$ cat config.mk
export PLATFORM = sky130hd
export DESIGN_NAME = pal_array_core
export DESIGN_NICKNAME = d
export VERILOG_FILES = /design/src/rtl/pal_array_core.sv
export SDC_FILE = /design/constraint.sdc
export NUM_CORES = 2
export LEC_CHECK = 0
export BUFFER_PORTS_ARGS = -buffer_cell sky130_fd_sc_hd__buf_2
export CAP_MARGIN = 25
export CELL_PAD_IN_SITES_DETAIL_PLACEMENT = 0
export CELL_PAD_IN_SITES_GLOBAL_PLACEMENT = 2
export CORE_ASPECT_RATIO = 0.5
export CORE_UTILIZATION = 38
export DETAILED_ROUTE_END_ITERATION = 8
export GPL_TIMING_DRIVEN = 1
export MAX_ROUTING_LAYER = met4
export PLACE_DENSITY = 0.6
export SKIP_LAST_GASP = 1
export SLEW_MARGIN = 40
export SYNTH_ARGS = -nofsm -noshare
export SYNTH_HDL_FRONTEND = slang
export SYNTH_SLANG_ARGS = --single-unit
$ cat constraint.sdc
create_clock -name clk -period 2.6 [get_ports clk]
set_input_delay 0.52 -clock clk [delete_from_list [all_inputs] [get_ports clk]]
set_output_delay 0.52 -clock clk [all_outputs]
set_load 0.005 [all_outputs]
$ cat src/rtl/pal_array_core.sv
module pal_array_core #(
  parameter int NREG = 4
) (
  input  logic                              clk,
  input  logic                              rst,
  input  logic                              oe_n,
  input  logic [((NREG == 0) ? 10 : 8)-1:0] ded_in,
  input  logic [7:0]                        pin_in,
  input  logic                              cfg_en,
  input  logic                              cfg_din,
  output logic [7:0]                        pin_out,
  output logic [7:0]                        pin_oe
);
  localparam int NCELL  = 8;
  localparam int NSIG   = 16;
  localparam int NCOL   = 2 * NSIG;
  localparam int TPC    = 8;
  localparam int NTERM  = NCELL * TPC;
  localparam int NFUSE  = NTERM * NCOL;
  localparam int NDED   = (NREG == 0) ? 10 : 8;
  localparam int FB_OFS = (NREG == 0) ? 1 : 0;
  localparam int REG_LO = (NCELL - NREG) / 2;
  localparam logic [NCELL-1:0] REG_MASK = NCELL'(((1 << NREG) - 1) << REG_LO);

  logic [NFUSE-1:0] fuse;
  logic [NSIG-1:0]  sig;
  logic [NCOL-1:0]  cols;
  logic [NTERM-1:0] pt;
  logic [NCELL-1:0] d, q;
  logic             unused_bits;

  always_ff @(posedge clk)
    if (cfg_en) fuse <= {fuse[NFUSE-2:0], cfg_din};

  for (genvar k = 0; k < NSIG; k++) begin : g_sig
    if (k < NDED) begin : g_ded
      assign sig[k] = ded_in[k];
    end else begin : g_fb
      localparam int C = k - NDED + FB_OFS;
      if (REG_MASK[C]) begin : g_q
        assign sig[k] = q[C];
      end else begin : g_pin
        assign sig[k] = pin_in[C];
      end
    end
    assign cols[2*k]   = sig[k];
    assign cols[2*k+1] = ~sig[k];
  end

  for (genvar t = 0; t < NTERM; t++) begin : g_term
    assign pt[t] = &(~fuse[t*NCOL +: NCOL] | cols);
  end

  for (genvar i = 0; i < NCELL; i++) begin : g_cell
    if (REG_MASK[i]) begin : g_reg
      assign d[i]       = |pt[i*TPC +: TPC];
      assign pin_out[i] = ~q[i];
      assign pin_oe[i]  = ~oe_n & ~cfg_en;
    end else begin : g_comb
      assign d[i]       = 1'b1;
      assign pin_out[i] = ~|pt[i*TPC+1 +: TPC-1];
      assign pin_oe[i]  = pt[i*TPC] & ~cfg_en;
    end
  end

  always_ff @(posedge clk)
    if (rst)          q <= '1;
    else if (!cfg_en) q <= d;

  assign unused_bits = ^{pin_in, q, oe_n};

  p_shift_in_r1: assert property (@(posedge clk) disable iff (rst)
    cfg_en |=> fuse[0] == $past(cfg_din));
  p_shift_along_r1: assert property (@(posedge clk) disable iff (rst)
    cfg_en |=> fuse[NFUSE-1:1] == $past(fuse[NFUSE-2:0]));
  p_reg_enable_r5: assert property (@(posedge clk) disable iff (rst)
    !cfg_en |-> (pin_oe & REG_MASK) == ({NCELL{~oe_n}} & REG_MASK));
  p_reset_pins_r6: assert property (@(posedge clk) disable iff (rst)
    $past(rst) |-> (pin_out & REG_MASK) == '0);
  p_fixed_bits_r8: assert property (@(posedge clk) disable iff (rst)
    (q | REG_MASK) == '1);
  p_hold_load_r9: assert property (@(posedge clk) disable iff (rst)
    cfg_en |=> q == $past(q));
  p_quiet_load_r9: assert property (@(posedge clk) disable iff (rst)
    cfg_en |-> pin_oe == '0);
endmodule

* After elaboration in Yosys (flattened, before gate mapping)
Cells that the tools add are included.
** Word-level totals
- Bits in registers :: 2052
- Word-level logic and storage cells :: 229
- Bits of input ports :: 21
- Output and inout bits :: 16
** Operators by class
- Bitwise gates (word level) :: 151
- Reductions and logical operators :: 76
** Operators by type and width (number)
- inverter 32 bit :: 64
- OR 32 bit :: 64
- AND reduction 32 bit :: 64
- OR reduction 8 bit :: 4
- OR reduction 7 bit :: 4
- inverter 1 bit :: 18
- AND 1 bit :: 5
- zero test 1 bit :: 4

* Longest topological paths before layout
- Word-level depth :: 5
- Gate-level depth with buffers :: 9
- Mapped depth without buffers :: 6

* Least setup slack after synthesis
OpenSTA, ideal clock, no wires.
- Path kind :: input to output
- Start :: input port ded_in[5] (netlist name)
- End :: output port pin_oe[0]
- Buffers on the path :: 3
- Cell stages on the path :: 8
- Arrival time :: 1.833 ns
- Required time :: 2.080 ns
- Path slack :: 0.247 ns
- Cell sequence :: buf_6 buf_4 buf_2 mux2i_1 nand2_1 nor3_1 nand4_1 nor4_2
** Between the ends
- Cells in the longest elaborated chain, start to end :: 4
** RTL lines
- start: declaration :: RTL line 7 : input logic [((NREG == 0) ? 10 : 8)-1:0] ded_in,
- inverter 1 bit :: RTL line 47 : assign cols[2*k+1] = ~sig[k];
- OR 32 bit (*) :: RTL line 51 : assign pt[t] = &(~fuse[t*NCOL +: NCOL] | cols);
- AND reduction 32 bit (*) :: RTL line 51
- AND 1 bit (*) :: RTL line 62 : assign pin_oe[i] = pt[i*TPC] & ~cfg_en;
- end: declaration :: RTL line 12 : output logic [7:0] pin_oe
Mark *: on every way between the ends. The rest lies on a longest branch, timed or not.

* Final worst setup path
- Start :: register q[4]
- End :: output port pin_out[6]
** Between the ends
- Cells in the longest elaborated chain, start to end :: 5
- Elaborated cells on any way between the ends :: 17
- Classes of those cells :: bitwise (8); reduce/logical (9)
** RTL lines
- start: declaration :: RTL line 29 : logic [NCELL-1:0] d, q;
- start signal: assignment :: RTL line 67 : if (rst) q <= '1;
- start signal: assignment :: RTL line 68 : else if (!cfg_en) q <= d;
- inverter 1 bit :: RTL line 47
- OR 32 bit :: RTL line 51
- AND reduction 32 bit :: RTL line 51
- OR reduction 7 bit (*) :: RTL line 61 : assign pin_out[i] = ~|pt[i*TPC+1 +: TPC-1];
- zero test 1 bit (*) :: RTL line 61
- end: declaration :: RTL line 11 : output logic [7:0] pin_out,
Marks and branches as above.

==> summary.md <==
| Metric | Value |
|---|---|
| CP Capture Type | `primary output` |
| Synth top cells by count | `edfxtp_1 (2048), mux2i_1 (1004), nand4_1 (243)` |
| Vias | `34818` |
| TritonCTS Buffers | `approximately 190` |
| Crit Path Category | `reg -> out` |
| 1st-iter DRT viols | `3008` |
| Status | `finished, violations left` |
| Register bit total from synthesis | `2052` |
| Overflow after GRT | `0` |
| Min cycle time layout | `between 3 and 4 ns` |
| Syn-to-layout area delta | `16.9%` |
| Required time worst endpoint | `approximately 2.1 ns` |
| Final setup margin | `-0.831 ns` |
| Peak Freq | `a little under 0.3 GHz` |
| FILL cells | `about 17000` |
| Routed len/inst | `around 24 um` |
| Inst Count DP | `between 6000 and 7000` |
| I/O Pins | `37` |
| # rows | `~120` |
| Crit path arrival time | `2.91 ns` |
| Die area | `200000 um2` |
| Die X | `631 um` |
| Vias in the first global route | `35774` |
| Hold crit path type | `in -> reg` |
| Number of synthesized flops with an enable pin | `approximately 2000` |
| Crit path max fanout | `5` |
| DP HPWL | `approximately 99 mm` |
| Layout net count | `slightly above 4000` |
| Final setup violation count | `8` |
| Number of port buffers | `32` |
| Peak supply drop | `~0.00043 V` |
| Largest net degree at the start of global routing | `roughly 120` |
| Final hold violation count | `0` |
| Leakage | `between 30 and 40 nW` |
| First-pass GRT wire length | `around 240 mm` |
| Worst Skew | `0.0266 ns` |
| Synth async-reset ratio | `0%` |
| Mean post-synth cell area | `about 21 um2` |
| Layout cell share with drive strength beyond 1 | `between 10% and 20%` |
| CTS tree | `built` |
| Final WL | `between 150 and 200 mm` |
| RD Place Congestion | `approximately 0.76` |
| Clock buffer depth | `4` |
| Area share of the largest cell type after synthesis | `81.7%` |
| Sink Count | `roughly 2100` |
| Count leader, synth | `edfxtp_1` |
| Final hold slack | `between 0.2 and 0.25 ns` |
| Die H | `approximately 320 um` |
| Synth Warn # | `0` |
| Slew @ Worst Pin | `around 0.67 ns` |
| Main synth FF type | `edfxtp_1` |
| Violated checks | `setup timing` |
| Initial antenna violation count | `1` |
| Worst skew pair latency | `around 0.8 ns` |
| Rel. slew slack | `55.5%` |
| CTS H-Tree Depth | `4` |
| Post-route DRC | `0` |
| Root buf cell | `clkbuf_16` |
| Pwr per Cell Area | `797 nW/um2` |
| CTS clock-pin slew for the worst setup and hold paths | `roughly 0.06 ns` |
| Post-DR vias/cell | `about 5` |
| Drt first pass iters | `7` |
| Sequential area share after synthesis | `between 80% and 90%` |
| Mapped Area | `between 70000 and 80000 um2` |
| Starting Density | `38.3%` |
| Slew Viols, Final | `0` |
| GRT Util Overall | `between 10% and 20%` |
| Final worst-path cycle share | `132%` |
| Maxcap violations | `0` |
| Yosys top cell by area | `edfxtp_1` |
| Non-filler instance count after layout | `6787` |
| Final total power | `approximately 0.07 W` |
| Unrepaired setup endpoints after global routing | `yes` |
| Cell count after synthesis | `3566` |
| Core footprint | `between 150000 and 200000 um2` |
| Startpoint types | `register` |
| Total negative slack | `-5.97 ns` |
| Netlist cell types | `23` |
| Synthesized Nets | `3587` |
| Top cells by area, synth | `edfxtp_1 (82%), mux2i_1 (13%), nand4_1 (2.0%), buf_4 (0.66%), buf_6 (0.60%)` |
| ANT nets after route | `0` |
==> kinds of logic after synthesis <==
family / Yosys count / share of synthesized area [%]
buffers and inverters: 128 / 1.51
muxes: 1016 / 13.5
AOI/OAI and AO/OA: 16 / 0.153
DFF: 2052 / 81.8
and+or+nand+nor: 354 / 2.98
==> flip-flops by register name (all words and copies together) (netlist names) <==
| signal | flops |
|---|---|
| fuse | 2048 |
| q | 4 |
==> routing by layer <==
metal  wire, um  track usage, %
met1      83300            25.7
met2      73600            24.7
met3       6240            2.55
met4       2800            3.34
met5          0               -
==> layout make-up <==
| type | instances | area, um2 | area share, % |
|---|---|---|---|
| diodes | 2 | 5.00 | 0.00569 |
| clock inverters | 99 | 753 | 0.856 |
| flip-flops and latches | 2052 | 61600 | 70.0 |
| inverters | 4 | 15.0 | 0.0171 |
| repair buffers | 372 | 4270 | 4.85 |
| multi-input cells | 1386 | 13000 | 14.7 |
| clock buffers | 240 | 5090 | 5.79 |
| well taps | 2632 | 3290 | 3.74 |
==> critical path, stage by stage (launching register included) <==
cell     delay, ns
dfxtp_4       0.41
buf_12        0.16
buf_12        0.13
buf_4         0.13
mux2i_1       0.11
nand4_1       0.11
nor4_1        0.08
or4_4         0.55
nor4_4        0.24
buf_2         0.18
==> power breakdown <==
part | internal (W) | switching, W
clock | 0.0150 | 0.0120
sequential | 0.0385 | 0.000957
combinational | 0.00146 | 0.00217
total | 0.0550 | 0.0151
==> final timing paths <==
kind | endpoint | start | cells after the start | slack [ns]
worst max-delay path | pin_out[6] | q[4]$_SDFFE_PP1N_ | 9 | -0.83
worst min-delay path | q[5]$_SDFFE_PP1N_ | rst | 2 | 0.23
worst max register to register | q[4]$_SDFFE_PP1N_ | q[2]$_SDFFE_PP1N_ | 13 | 0.05
worst min register to register | fuse[1161]$_DFFE_PP_ | fuse[1160]$_DFFE_PP_ | 0 | 0.44
==> stage by stage <==
stage / instance area [um2] / setup slack (ns) / utilization, %
6_report: 88000 / -0.831 / 44.7
5_1_grt: 88000 / -0.971 / 44.7
4_1_cts: 87600 / -0.985 / 44.5
3_5_place_dp: 81000 / -0.428 / 41.2
3_3_place_gp: 81000 / -0.430 / 41.2
2_1_floorplan: 75300 / 0.247 / -
==> cells in the final DEF, fill, tap and decap left out, types with 2 or more instances in the layout <==
cell,count
or4_4,4
clkbuf_1,43
buf_12,107
mux2_1,8
dfxtp_4,4
nor4_1,32
diode_2,2
nor2b_1,8
a211oi_1,8
nor3_1,2
nor4_4,18
mux2i_1,1000
inv_1,3
nor4_2,27
a211o_1,4
clkinv_1,45
bufinv_16,12
mux2i_2,3
clkinv_2,37
nand2_1,10
nand3_1,8
a21oi_1,3
edfxtp_1,2048
clkbuf_16,197
mux2_2,4
clkinvlp_4,4
buf_2,17
buf_4,221
buf_16,5
buf_6,21
nand4_1,243
==> timing repair <==
action,4_1_cts,5_1_grt
gates cloned,1,0
resized for setup,60,36
setup buffers,35,16
hold buffers,1,0
hold endpoints to repair,1,0
pin swaps,16,18
setup endpoints to repair,13,12
No activity file was read; power rests on OpenSTA's default activity.
